`config.mk`:
```
export PLATFORM = sky130hd
export DESIGN_NAME = add_step_sequencer
export DESIGN_NICKNAME = d
export VERILOG_FILES = /design/src/rtl/add_seq_pkg.sv /design/src/rtl/seq_step_fsm.sv /design/src/rtl/idx_onehot_decoder.sv /design/src/rtl/bus_claim_monitor.sv /design/src/rtl/add_step_sequencer.sv
export SDC_FILE = /design/constraint.sdc
export NUM_CORES = 1
export LEC_CHECK = 0
export BUFFER_PORTS_ARGS = -buffer_cell sky130_fd_sc_hd__clkbuf_2
export CAP_MARGIN = 20
export CORE_MARGIN = 2
export CORE_UTILIZATION = 44
export DETAILED_ROUTE_END_ITERATION = 8
export GPL_ROUTABILITY_DRIVEN = 0
export MAX_ROUTING_LAYER = met4
export PLACE_DENSITY = 0.8
export SLEW_MARGIN = 20
export SYNTH_ARGS = -nofsm -noshare
export SYNTH_HDL_FRONTEND = slang
export SYNTH_SLANG_ARGS = --single-unit
```
`constraint.sdc`:
```
create_clock -name clk -period 5.7 [get_ports clk]
set_input_delay 0.855 -clock clk [delete_from_list [all_inputs] [get_ports clk]]
set_output_delay 0.855 -clock clk [all_outputs]
set_load 0.1 [all_outputs]
```
`src/rtl/add_seq_pkg.sv`:
```
package add_seq_pkg;

    typedef enum logic [1:0] {
        ST_FETCH    = 2'd0,
        ST_WAIT_MEM = 2'd1,
        ST_LOAD_IR  = 2'd2,
        ST_EXECUTE  = 2'd3
    } seq_step_e;

endpackage

```
`src/rtl/seq_step_fsm.sv`:
```
module seq_step_fsm
    import add_seq_pkg::*;
(
    input  logic      clk,
    input  logic      rst,
    input  logic      mem_done,
    output seq_step_e step
);

    seq_step_e step_q;
    seq_step_e step_d;

    // State register
    always_ff @(posedge clk) begin
        if (rst) begin
            step_q <= ST_FETCH;
        end else begin
            step_q <= step_d;
        end
    end

    // Transitions
    always_comb begin
        step_d = step_q;
        unique case (step_q)
            ST_FETCH:    step_d = ST_WAIT_MEM;
            ST_WAIT_MEM: step_d = mem_done ? ST_LOAD_IR : ST_WAIT_MEM;
            ST_LOAD_IR:  step_d = ST_EXECUTE;
            ST_EXECUTE:  step_d = ST_FETCH;
        endcase
    end

    assign step = step_q;

endmodule

```
`src/rtl/idx_onehot_decoder.sv`:
```
module idx_onehot_decoder #(
    parameter int NUM_OUT = 8,
    localparam int IDX_W  = $clog2(NUM_OUT)
) (
    input  logic [IDX_W-1:0]   idx,
    input  logic               en,
    output logic [NUM_OUT-1:0] onehot
);

    for (genvar i = 0; i < NUM_OUT; i++) begin : g_line
        assign onehot[i] = en && (idx == IDX_W'(i));
    end

endmodule

```
`src/rtl/bus_claim_monitor.sv`:
```
module bus_claim_monitor #(
    parameter int WIDTH_A = 8,
    parameter int WIDTH_B = 10
) (
    input  logic [WIDTH_A-1:0] drv_a,
    input  logic [WIDTH_B-1:0] drv_b,
    output logic               conflict
);

    localparam int CNT_W = $clog2(WIDTH_B + WIDTH_A + 1) + 1;

    logic [CNT_W-1:0] cnt_a;
    logic [CNT_W-1:0] cnt_b;

    always_comb begin
        cnt_a = '0;
        cnt_b = '0;
        for (int i = 0; i < WIDTH_A; i++) begin
            cnt_a = cnt_a + CNT_W'(drv_a[i]);
        end
        for (int j = 0; j < WIDTH_B; j++) begin
            cnt_b = cnt_b + CNT_W'(drv_b[j]);
        end
        conflict = (cnt_a > CNT_W'(1)) || (cnt_b > CNT_W'(1));
    end

endmodule

```
`src/rtl/add_step_sequencer.sv`:
```
module add_step_sequencer
    import add_seq_pkg::*;
#(
    parameter int NUM_REGS = 8,
    localparam int IDX_W   = $clog2(NUM_REGS),
    localparam int IR_W    = 3 * IDX_W
) (
    input  logic                clk,
    input  logic                rst,
    input  logic                mem_done,
    input  logic [IR_W-1:0]     ir_word,
    output logic                pc_drive_b,
    output logic                mdr_drive_b,
    output logic [NUM_REGS-1:0] reg_drive_a,
    output logic [NUM_REGS-1:0] reg_drive_b,
    output logic                alu_pass_b,
    output logic                alu_add,
    output logic                sel_a,
    output logic                mar_load,
    output logic                ir_load,
    output logic [NUM_REGS-1:0] reg_load,
    output logic                mem_read,
    output logic                pc_inc,
    output logic                seq_end,
    output logic                bus_conflict
);

    localparam int DST_LSB  = 0;
    localparam int SRCA_LSB = IDX_W;
    localparam int SRCB_LSB = 2 * IDX_W;

    seq_step_e step;
    logic      exec_en;

    seq_step_fsm u_fsm (
        .clk      (clk),
        .rst      (rst),
        .mem_done (mem_done),
        .step     (step)
    );

    // Output decode
    always_comb begin
        pc_drive_b  = 1'b0;
        mdr_drive_b = 1'b0;
        alu_pass_b  = 1'b0;
        alu_add     = 1'b0;
        sel_a       = 1'b0;
        mar_load    = 1'b0;
        ir_load     = 1'b0;
        mem_read    = 1'b0;
        pc_inc      = 1'b0;
        seq_end     = 1'b0;
        exec_en     = 1'b0;
        if (!rst) begin
            unique case (step)
                ST_FETCH: begin
                    pc_drive_b = 1'b1;
                    alu_pass_b = 1'b1;
                    mar_load   = 1'b1;
                    mem_read   = 1'b1;
                    pc_inc     = 1'b1;
                end
                ST_WAIT_MEM: begin
                end
                ST_LOAD_IR: begin
                    mdr_drive_b = 1'b1;
                    alu_pass_b  = 1'b1;
                    ir_load     = 1'b1;
                end
                ST_EXECUTE: begin
                    sel_a   = 1'b1;
                    alu_add = 1'b1;
                    seq_end = 1'b1;
                    exec_en = 1'b1;
                end
            endcase
        end
    end

    idx_onehot_decoder #(.NUM_OUT(NUM_REGS)) u_dec_src_a (
        .idx    (ir_word[SRCA_LSB +: IDX_W]),
        .en     (exec_en),
        .onehot (reg_drive_a)
    );

    idx_onehot_decoder #(.NUM_OUT(NUM_REGS)) u_dec_src_b (
        .idx    (ir_word[SRCB_LSB +: IDX_W]),
        .en     (exec_en),
        .onehot (reg_drive_b)
    );

    idx_onehot_decoder #(.NUM_OUT(NUM_REGS)) u_dec_dst (
        .idx    (ir_word[DST_LSB +: IDX_W]),
        .en     (exec_en),
        .onehot (reg_load)
    );

    bus_claim_monitor #(
        .WIDTH_A (NUM_REGS),
        .WIDTH_B (NUM_REGS + 2)
    ) u_bus_mon (
        .drv_a    (reg_drive_a),
        .drv_b    ({reg_drive_b, pc_drive_b, mdr_drive_b}),
        .conflict (bus_conflict)
    );

endmodule

```
## Word level (Yosys, flattened, before mapping)

Cells that the tools add are included.

- Add/sub/neg operators: 16
- $lt $le $gt $ge: 2
- Equal/unequal tests: 24
- Muxes and demuxes: 10
- Reduce and logical (&&, ||, !) cells: 30

Operator list:

| operator | number |
|---|---|
| $add 6x1->6 | 14 |
| $eq 3x3->1 const B | 12 |
| $logic_and 1x1->1 | 24 |
| $eq 3x2->1 const B | 6 |
| $gt 6x1->1 const B | 2 |
| $eq 3x1->1 const B | 3 |
| $logic_not 3->1 | 3 |
| $mux 1 | 8 |
| $pmux 2 s4 | 1 |
| $add 1x1->2 | 2 |
| $eq 2x2->1 const B | 2 |
| $eq 2x1->1 const B | 1 |
| $logic_not 2->1 | 1 |
| $mux 2 | 1 |
| $reduce_or 2->1 | 1 |
| $logic_or 1x1->1 | 1 |

- Register bits after elaboration: 2
- Input bits: 12
- Output and inout port bits: 35
- Word-level logic and storage cells: 83

## Depth between registers and ports, before layout

Gate-level depths: netlist (run 1).

- Depth after elaboration: 14
- Gate-level depth with buffers: 13

## Hierarchy

From an unflattened synthesis (run 1), not the netlist that was laid out.

- Cells, all modules: 86
- Area, all modules: 827.0 um^2

By module, submodules not included:

| module | times used | cells an instance | area an instance (um^2) |
|---|---|---|---|
| bus_claim_monitor | 1 | 45 | 397.9 |
| idx_onehot_decoder | 3 | 8 | 96.3 |
| add_step_sequencer | 1 | 10 | 70.1 |
| seq_step_fsm | 1 | 7 | 70.1 |

## Worst setup path before layout (run 1)

Ideal clock, no wire load.

- Path kind: input-to-output
- Start: input port rst
- End: output port bus_conflict
- Data arrival time: 7.689 ns
- Required time: 4.845 ns
- Slack: -2.844 ns
- Cell stages on the path: 11
- Path buffers: 1
- Cells stage by stage: nand3b_4 buf_2 nor4_1 ha_1 inv_1 fa_1 fa_1 fa_1 fa_1 nor3b_1 o2111ai_1

- Elaborated cells on any way between the ends: 38
- Those cells by class: add/sub (16); order compare (2); mux (3); reduce/logical (17)

RTL lines:

| element | line | text |
|---|---|---|
| from (decl) | add_step_sequencer.sv:9 | `input logic rst,` |
| $mux 1 | add_step_sequencer.sv:55 | `if (!rst) begin` |
| $logic_and 1x1->1 | idx_onehot_decoder.sv:11 | `assign onehot[i] = en && (idx == IDX_W'(i));` |
| net reg_drive_a[0] | add_step_sequencer.sv:14 | `output logic [NUM_REGS-1:0] reg_drive_a,` |
| $add 1x1->2 | bus_claim_monitor.sv:19 | `cnt_a = cnt_a + CNT_W'(drv_a[i]);` |
| $add 6x1->6 (6 in a row) | bus_claim_monitor.sv:19 |  |
| $gt 6x1->1 | bus_claim_monitor.sv:24 | `conflict = (cnt_a > CNT_W'(1)) \|\| (cnt_b > CNT_W'(1));` |
| $logic_or 1x1->1 | bus_claim_monitor.sv:24 |  |
| to (decl) | add_step_sequencer.sv:25 | `output logic bus_conflict` |

The timed path passes the listed nets, and every way through them passes these cells.

## Worst setup path in the final report (run 1)

- Start: input port rst
- End: output port bus_conflict

- Longest elaborated chain between the ends: 12
- Elaborated cells on any way between the ends: 38
- Those cells by class: add/sub (16); order compare (2); mux (3); reduce/logical (17)

RTL lines:

| element | line | text |
|---|---|---|
| $mux 1 | add_step_sequencer.sv:55 |  |
| $add 1x1->2 or $logic_and 1x1->1 (tied branches) | bus_claim_monitor.sv:22, idx_onehot_decoder.sv:11 |  |
| $add 6x1->6 (8 in a row) | bus_claim_monitor.sv:22 | `cnt_b = cnt_b + CNT_W'(drv_b[j]);` |
| $gt 6x1->1 | bus_claim_monitor.sv:24 |  |
| $logic_or 1x1->1 * | bus_claim_monitor.sv:24 |  |

Every way passes the cells marked *; elsewhere a longest branch is shown, timed or not.

==> results_dict.tcl, run 1 <==
set metrics [dict create \
    vias 834 \
    core_area_sq_um 1727 \
    port_buffers 46 \
    clkTransAtPathRegs_ns 0.03 \
    crit_chain "clkbuf_2 > nand3b_4 > or4_4 > fa_1 > fa_1 > fa_1 > inv_1 > fa_1 > fa_1 > nor3b_4 > o2111ai_4 > buf_12" \
    fin_crit_sh_pct 96.58 \
    post_cts_resized 0 \
    max_slew_margin_pct 63.50 \
    placementRows 15 \
    stdcell_count 173 \
    yosysTopAreaCellShare_pct 24.62 \
    grt_pass1_wl_mm 3.084 \
    met3_usage_pct 5.000 \
    synth_cell_types 30 \
    syn_avg_cell_area_sq_um 7.746 \
    routedWlPerCell_um 11.21 \
    grt-busiest-layer "met2" \
    hpwlAfterDp_mm 1.710 \
    fp.dieH_um 46.99 \
    diodes 0 \
    p_per_area_nw_per_um2 94.87 \
    drt_iter0_drc 8 \
    synth_fp_nets 135 \
    design_area_sq_um 1160 \
    htree_levels 1 \
    area.growth.synth_to_final_pct 42.62 \
    grt_use_met2_pct 33.42 \
    cp.depth 12 \
    die_w_um 46.99 \
    crit_arrival_ns 4.65 \
    cp-end-kind "primary output" \
    grt.overflow.total 0 \
    regArea_sq_um 40.04 \
    p_leak_uw 0.0006368 \
    fin_setup_tns_ns 0 \
    tritoncts "yes" \
    grt_pass1_vias 742 \
    root_buffer "clkbuf_4" \
    hold_violations 0 \
    placed_area_sq_um 1137 \
    cp_common_cell "fa_1" \
    clkSinkCount 2 \
    grt_max_degree 12 \
    drc 0 \
    min_path_type "reg2reg" \
    slew_viol_final 0 \
    fin_nets 180 \
    start_kind "input port" \
    finalPower_uw 110.0 \
    r2r-start "u_fsm.step[0]" \
    maxCapViolCount 0 \
    met1_usage_pct 24.16 \
    ys_seq_elements 2 \
    clockBufferDepth 2 \
    period_minus_slack_ns 5.505 \
    critical_path_class "in2out" \
    antenna_left 0 \
    slowest_delay_ns 0.56 \
    netlist_area_sq_um 813.3 \
    status "complete, no violations" \
    detail_route.wirelength_mm 1.939 \
    critical_path.top_delay_family "adder cells" \
    yosysSeqAreaShare_pct 4.923 \
    die-area_sq_um 2208 \
    worst_pin_slew_ns 0.5499 \
    viasPerCell 4.821 \
    dp.cells 170 \
    cp.required_ns 4.85 \
    rsz0062_at_grt "false" \
    ys_top_cells_by_area "fa_1, ha_1, inv_1" \
    ys_warn_count 0 \
    peakVddDrop_uv 118.0 \
    setup_viol 0 \
    final.setup_skew_ns 0.001488 \
    start_util_pct 47.10 \
    antenna_found_initial 0 \
    hp-start "u_fsm.step[0]" \
    worstRegToRegCells 3 \
    clk-insertion-delay-late_ns 0.22 \
    drive_gt1_share_pct 45.27 \
    fmax_mhz 181.7 \
    grt_use_total_pct 20.11 \
    cpMaxStageDelayCell "fa_1" \
    syn-instance-count 105 \
    startpoint "rst" \
    crit_end "bus_conflict" \
    num-fill-cells 143 \
    post_cts_buffers 0 \
    holdBufCountCts 0 \
    cts_buffers 3 \
    drt_first_pass_iters 3 \
    pin_count 47 \
    r2r_slack_ns 4.70 \
    yosysTopAreaCell "fa_1" \
    timing.critical_path.buf_inv 3 \
    multi_input_area_sq_um 737.0 \
    crit_fanout 5 \
]
==> worst min-delay path by stage <==
stage | endpoint | slack (ns) | cells past startpoint
after floorplan | u_fsm.step[0] | 0.62 | 2
after global placement | u_fsm.step[0] | 0.64 | 2
after detailed placement | u_fsm.step[0] | 0.67 | 2
after CTS | u_fsm.step[0] | 0.67 | 2
after global routing | register | 0.72 | 2
final | u_fsm.step[0] | 0.66 | 2
==> metrics by stage <==
stage	setup slack [ns]	hold slack (ns)	utilization [%]
after floorplan	-0.1964	0.6170	-
after global placement	0.2388	0.6435	65.87
after detailed placement	0.1942	0.6658	65.87
after CTS	0.1808	0.6726	67.17
after global routing	0.08863	0.7214	67.17
final	0.1951	0.6609	67.17
==> cell type report <==
| cell class | count | share of cell area [%] |
|---|---|---|
| multi-input cells | 76 | 63.54 |
| repair buffers | 47 | 21.79 |
| inverters | 20 | 6.580 |
| flip-flops and latches | 2 | 3.452 |
| well taps | 25 | 2.697 |
| clock buffers | 3 | 1.942 |
==> power by group <==
part | internal (uW) | switching (uW) | total (uW)
Sequential | 15.1 | 2.54 | 17.7
Clock | 23.2 | 7.57 | 30.8
Combinational | 13.2 | 48.4 | 61.6
Total | 51.5 | 58.5 | 110
==> synth_stat cells, drive strengths merged <==
| master | n |
|---|---|
| inv | 19 |
| nor3 | 12 |
| fa | 10 |
| nor2 | 10 |
| ha | 8 |
| buf | 7 |
| nand2 | 7 |
| nand2b | 6 |
| or2 | 3 |
| or3 | 3 |
| dfxtp | 2 |
| nand4 | 2 |
| nor2b | 2 |
| nor4 | 2 |
| a211oi | 1 |
| a21oi | 1 |
| and2 | 1 |
| clkinv | 1 |
| mux2 | 1 |
| nand3 | 1 |
| nand3b | 1 |
| nor3b | 1 |
| o2111ai | 1 |
| o21a | 1 |
| o31ai | 1 |
| or4 | 1 |
==> logic make-up after synthesis <==
logic type,count (synthesis),share of synthesized area (%)
muxes,1,1.385
DFF,2,4.923
and+or+nand+nor,52,36.77
AOI/OAI and AO/OA,5,4.462
buffers and inverters,27,15.54
adders and majority gates,18,36.92
==> cells in the final DEF (no fill, tap or decap), types with 2 or more instances in the layout <==
master,netlist,final
clkbuf_2,0,45
or3_1,3,3
ha_1,8,8
nand2b_1,6,6
inv_1,18,18
nor2b_1,2,2
nand2_1,6,6
nor3_1,10,8
nor3_4,0,3
or2_1,3,3
nor2_1,10,9
nand4_1,2,2
dfxtp_1,2,2
fa_1,10,9
clkbuf_4,0,3
==> worst min-delay path, stage by stage (launching register included) <==
cell and delay [ns]:
dfxtp_1 0.40, o21a_1 0.15, nor2_1 0.07
==> metal layers <==
metal  routed length (um)  part of all wire, %  vias up
li1                     -                    -      423
met1                  777                   40      396
met2                 1111                   57       15
met3                   50                  2.6        0
met4                    0                    0        0
met5                    0                    0        -
Note: power is estimated with default switching activity, not from simulation.
==> run 2: changes to the inputs <==
==> constraint.sdc (replaced) <==
create_clock -name clk -period 5.1 [get_ports clk]
set_input_delay 0.765 -clock clk [delete_from_list [all_inputs] [get_ports clk]]
set_output_delay 0.765 -clock clk [all_outputs]
set_load 0.1 [all_outputs]
==> run 2 against run 1 <==
- global-route usage up 1.8 points
- total power up 19%
- non-clock buffer count up 11
- sequential share of layout area down 0.24 points
- critical path depth unchanged
- final area up 7.3%
- the run now ends with setup timing left
- flip-flop and latch count unchanged
==> results_dict.tcl, run 2 (synthesis gave the netlist of run 1 again) <==
set metrics [dict create \
    status "finished, violations left" \
    violations "setup timing" \
    area.growth.synth_to_final_pct 53.08 \
    num-fill-cells 156 \
    period_minus_slack_ns 5.172 \
    critical_path_class "in2out" \
    final_util_pct 72.10 \
    viasPerCell 4.788 \
    fmax_mhz 193.4 \
    root_buffer "clkbuf_4" \
    grt_pass1_wl_mm 3.332 \
    cts_buffers 3 \
    grt_max_degree 12 \
    hold_violations 0 \
    fin_crit_sh_pct 101.4 \
    pin_count 47 \
    clk-insertion-delay-late_ns 0.24 \
    timing.critical_path.buf_inv 3 \
    dp.cells 181 \
    p_per_area_nw_per_um2 105.3 \
    clkTransAtPathRegs_ns 0.03 \
    clkSinkCount 2 \
    crit_chain "clkbuf_2 > nand3b_4 > or4_4 > fa_1 > fa_1 > fa_1 > inv_1 > fa_2 > fa_1 > nor3b_4 > o2111ai_4 > buf_12" \
    dp_slack_ns -0.1285 \
    post_cts_buffers 0 \
    vias 881 \
    holdBufCountCts 0 \
    slew_viol_final 0 \
    fin_ws_ns -0.07155 \
    p_leak_uw 0.0006875 \
    crit_fanout 3 \
    detail_route.wirelength_mm 2.046 \
    finalPower_uw 131.0 \
    diodes 0 \
    antenna_left 0 \
    fin_nets 191 \
    max_slew_margin_pct 62.60 \
    start_kind "input port" \
    layout_commonest_cell "clkbuf_2" \
    antenna_found_initial 0 \
    drt_first_pass_iters 3 \
    p_seq_share_pct 15.1 \
    drt_iter0_drc 5 \
    routedWlPerCell_um 11.12 \
    drc 0 \
    drive_gt1_share_pct 49.69 \
    fp.dieH_um 46.99 \
    port_buffers 46 \
    setup_viol 1 \
    r2r_slack_ns 4.11 \
    switching_power_uw 69.07 \
    p_sw_share_pct 52.71 \
    slowest_delay_ns 0.56 \
    stdcell_count 184 \
    maxCapViolCount 0 \
    crit_arrival_ns 4.41 \
    critical_path.top_delay_family "adder cells" \
    hold-worst-slack_ns 0.6529 \
    cpMaxStageDelayCell "fa_1" \
    cp_common_cell "fa_1" \
    worst_pin_slew_ns 0.5634 \
    power.internal_uw 61.97 \
    start_util_pct 47.10 \
    die_w_um 46.99 \
    clockBufferDepth 2 \
    peakVddDrop_uv 185.0 \
    grt_pass1_vias 792 \
    comb_power_share_pct 56.6 \
    rsz0062_at_grt "true" \
    tritoncts "yes" \
    core_area_sq_um 1727 \
    hpwlAfterDp_mm 1.839 \
    die-area_sq_um 2208 \
    power.share.clock_pct 28.4 \
    final.setup_skew_ns 0.01287 \
    cp.required_ns 4.34 \
    grt.overflow.total 0 \
    placementRows 15 \
    min_path_type "reg2reg" \
    final_cell_mix "clkbuf_2, inv_1, buf_4, nor2_1" \
    cp-end-kind "primary output" \
    grt_use_total_pct 21.93 \
    htree_levels 1 \
]
-- run 2: cell types whose count changed in the layout (fill, tap and decap cells not counted) --
cell | previous run | this run
fa_2 | 1 | 2
buf_4 | 1 | 12
fa_1 | 9 | 8
-- run 2: through the flow --
step / setup TNS (ns) / area [sq um]
2_1_floorplan: -0.6164 / 909.6
3_3_place_gp: -0.09422 / 1220
3_5_place_dp: -0.1285 / 1220
4_1_cts: -0.1073 / 1245
5_1_grt: -0.1877 / 1245
6_report: -0.07155 / 1245
-- run 2: repair_timing --
| item | CTS | global route |
|---|---|---|
| setup endpoints to repair | 1 | 1 |
| resized for setup | 1 | 0 |
| gates cloned | 0 | 0 |
| pin swaps | 1 | 1 |
-- run 2: final timing paths --
check        cells past startpoint             to     startpoint
min reg2reg                      2  u_fsm.step[0]  u_fsm.step[0]
max reg2reg                      3       register  u_fsm.step[0]
max                             12   bus_conflict            rst
min                              2  u_fsm.step[0]  u_fsm.step[0]
-- run 2: final cells by class --
cell class	count	area [sq um]	share of cell area [%]
sequential	2	40.04	3.216
tap	25	31.28	2.513
timing repair buffer	58	335.3	26.93
inverter	20	76.32	6.131
clock buffer	3	22.52	1.809
multi-input combinational	76	739.5	59.40
-- run 2: power by group through the flow --
stage,registers [uW],clock network [uW],logic [uW]
3_5_place_dp,20.0,0,74.2
4_1_cts,19.7,38.8,74.4
6_report,19.7,37.2,74.1
5_1_grt,20.1,40.5,78.6
3_3_place_gp,19.8,0,72.6
2_1_floorplan,19.7,0,54.5
-- run 2: tightest hold or removal path, cell delays in order, from the launching register on --
cell,delay [ns]
dfxtp_1,0.40
o21a_1,0.15
nor2_1,0.07
-- run 2: routing by layer --
metal	GRT usage [%]	share of wire, %	vias to the layer above
li1	-	-	447
met1	26.62	42	417
met2	38.08	55	15
met3	3.462	2.3	2
met4	5.000	0.39	0
met5	-	0	-
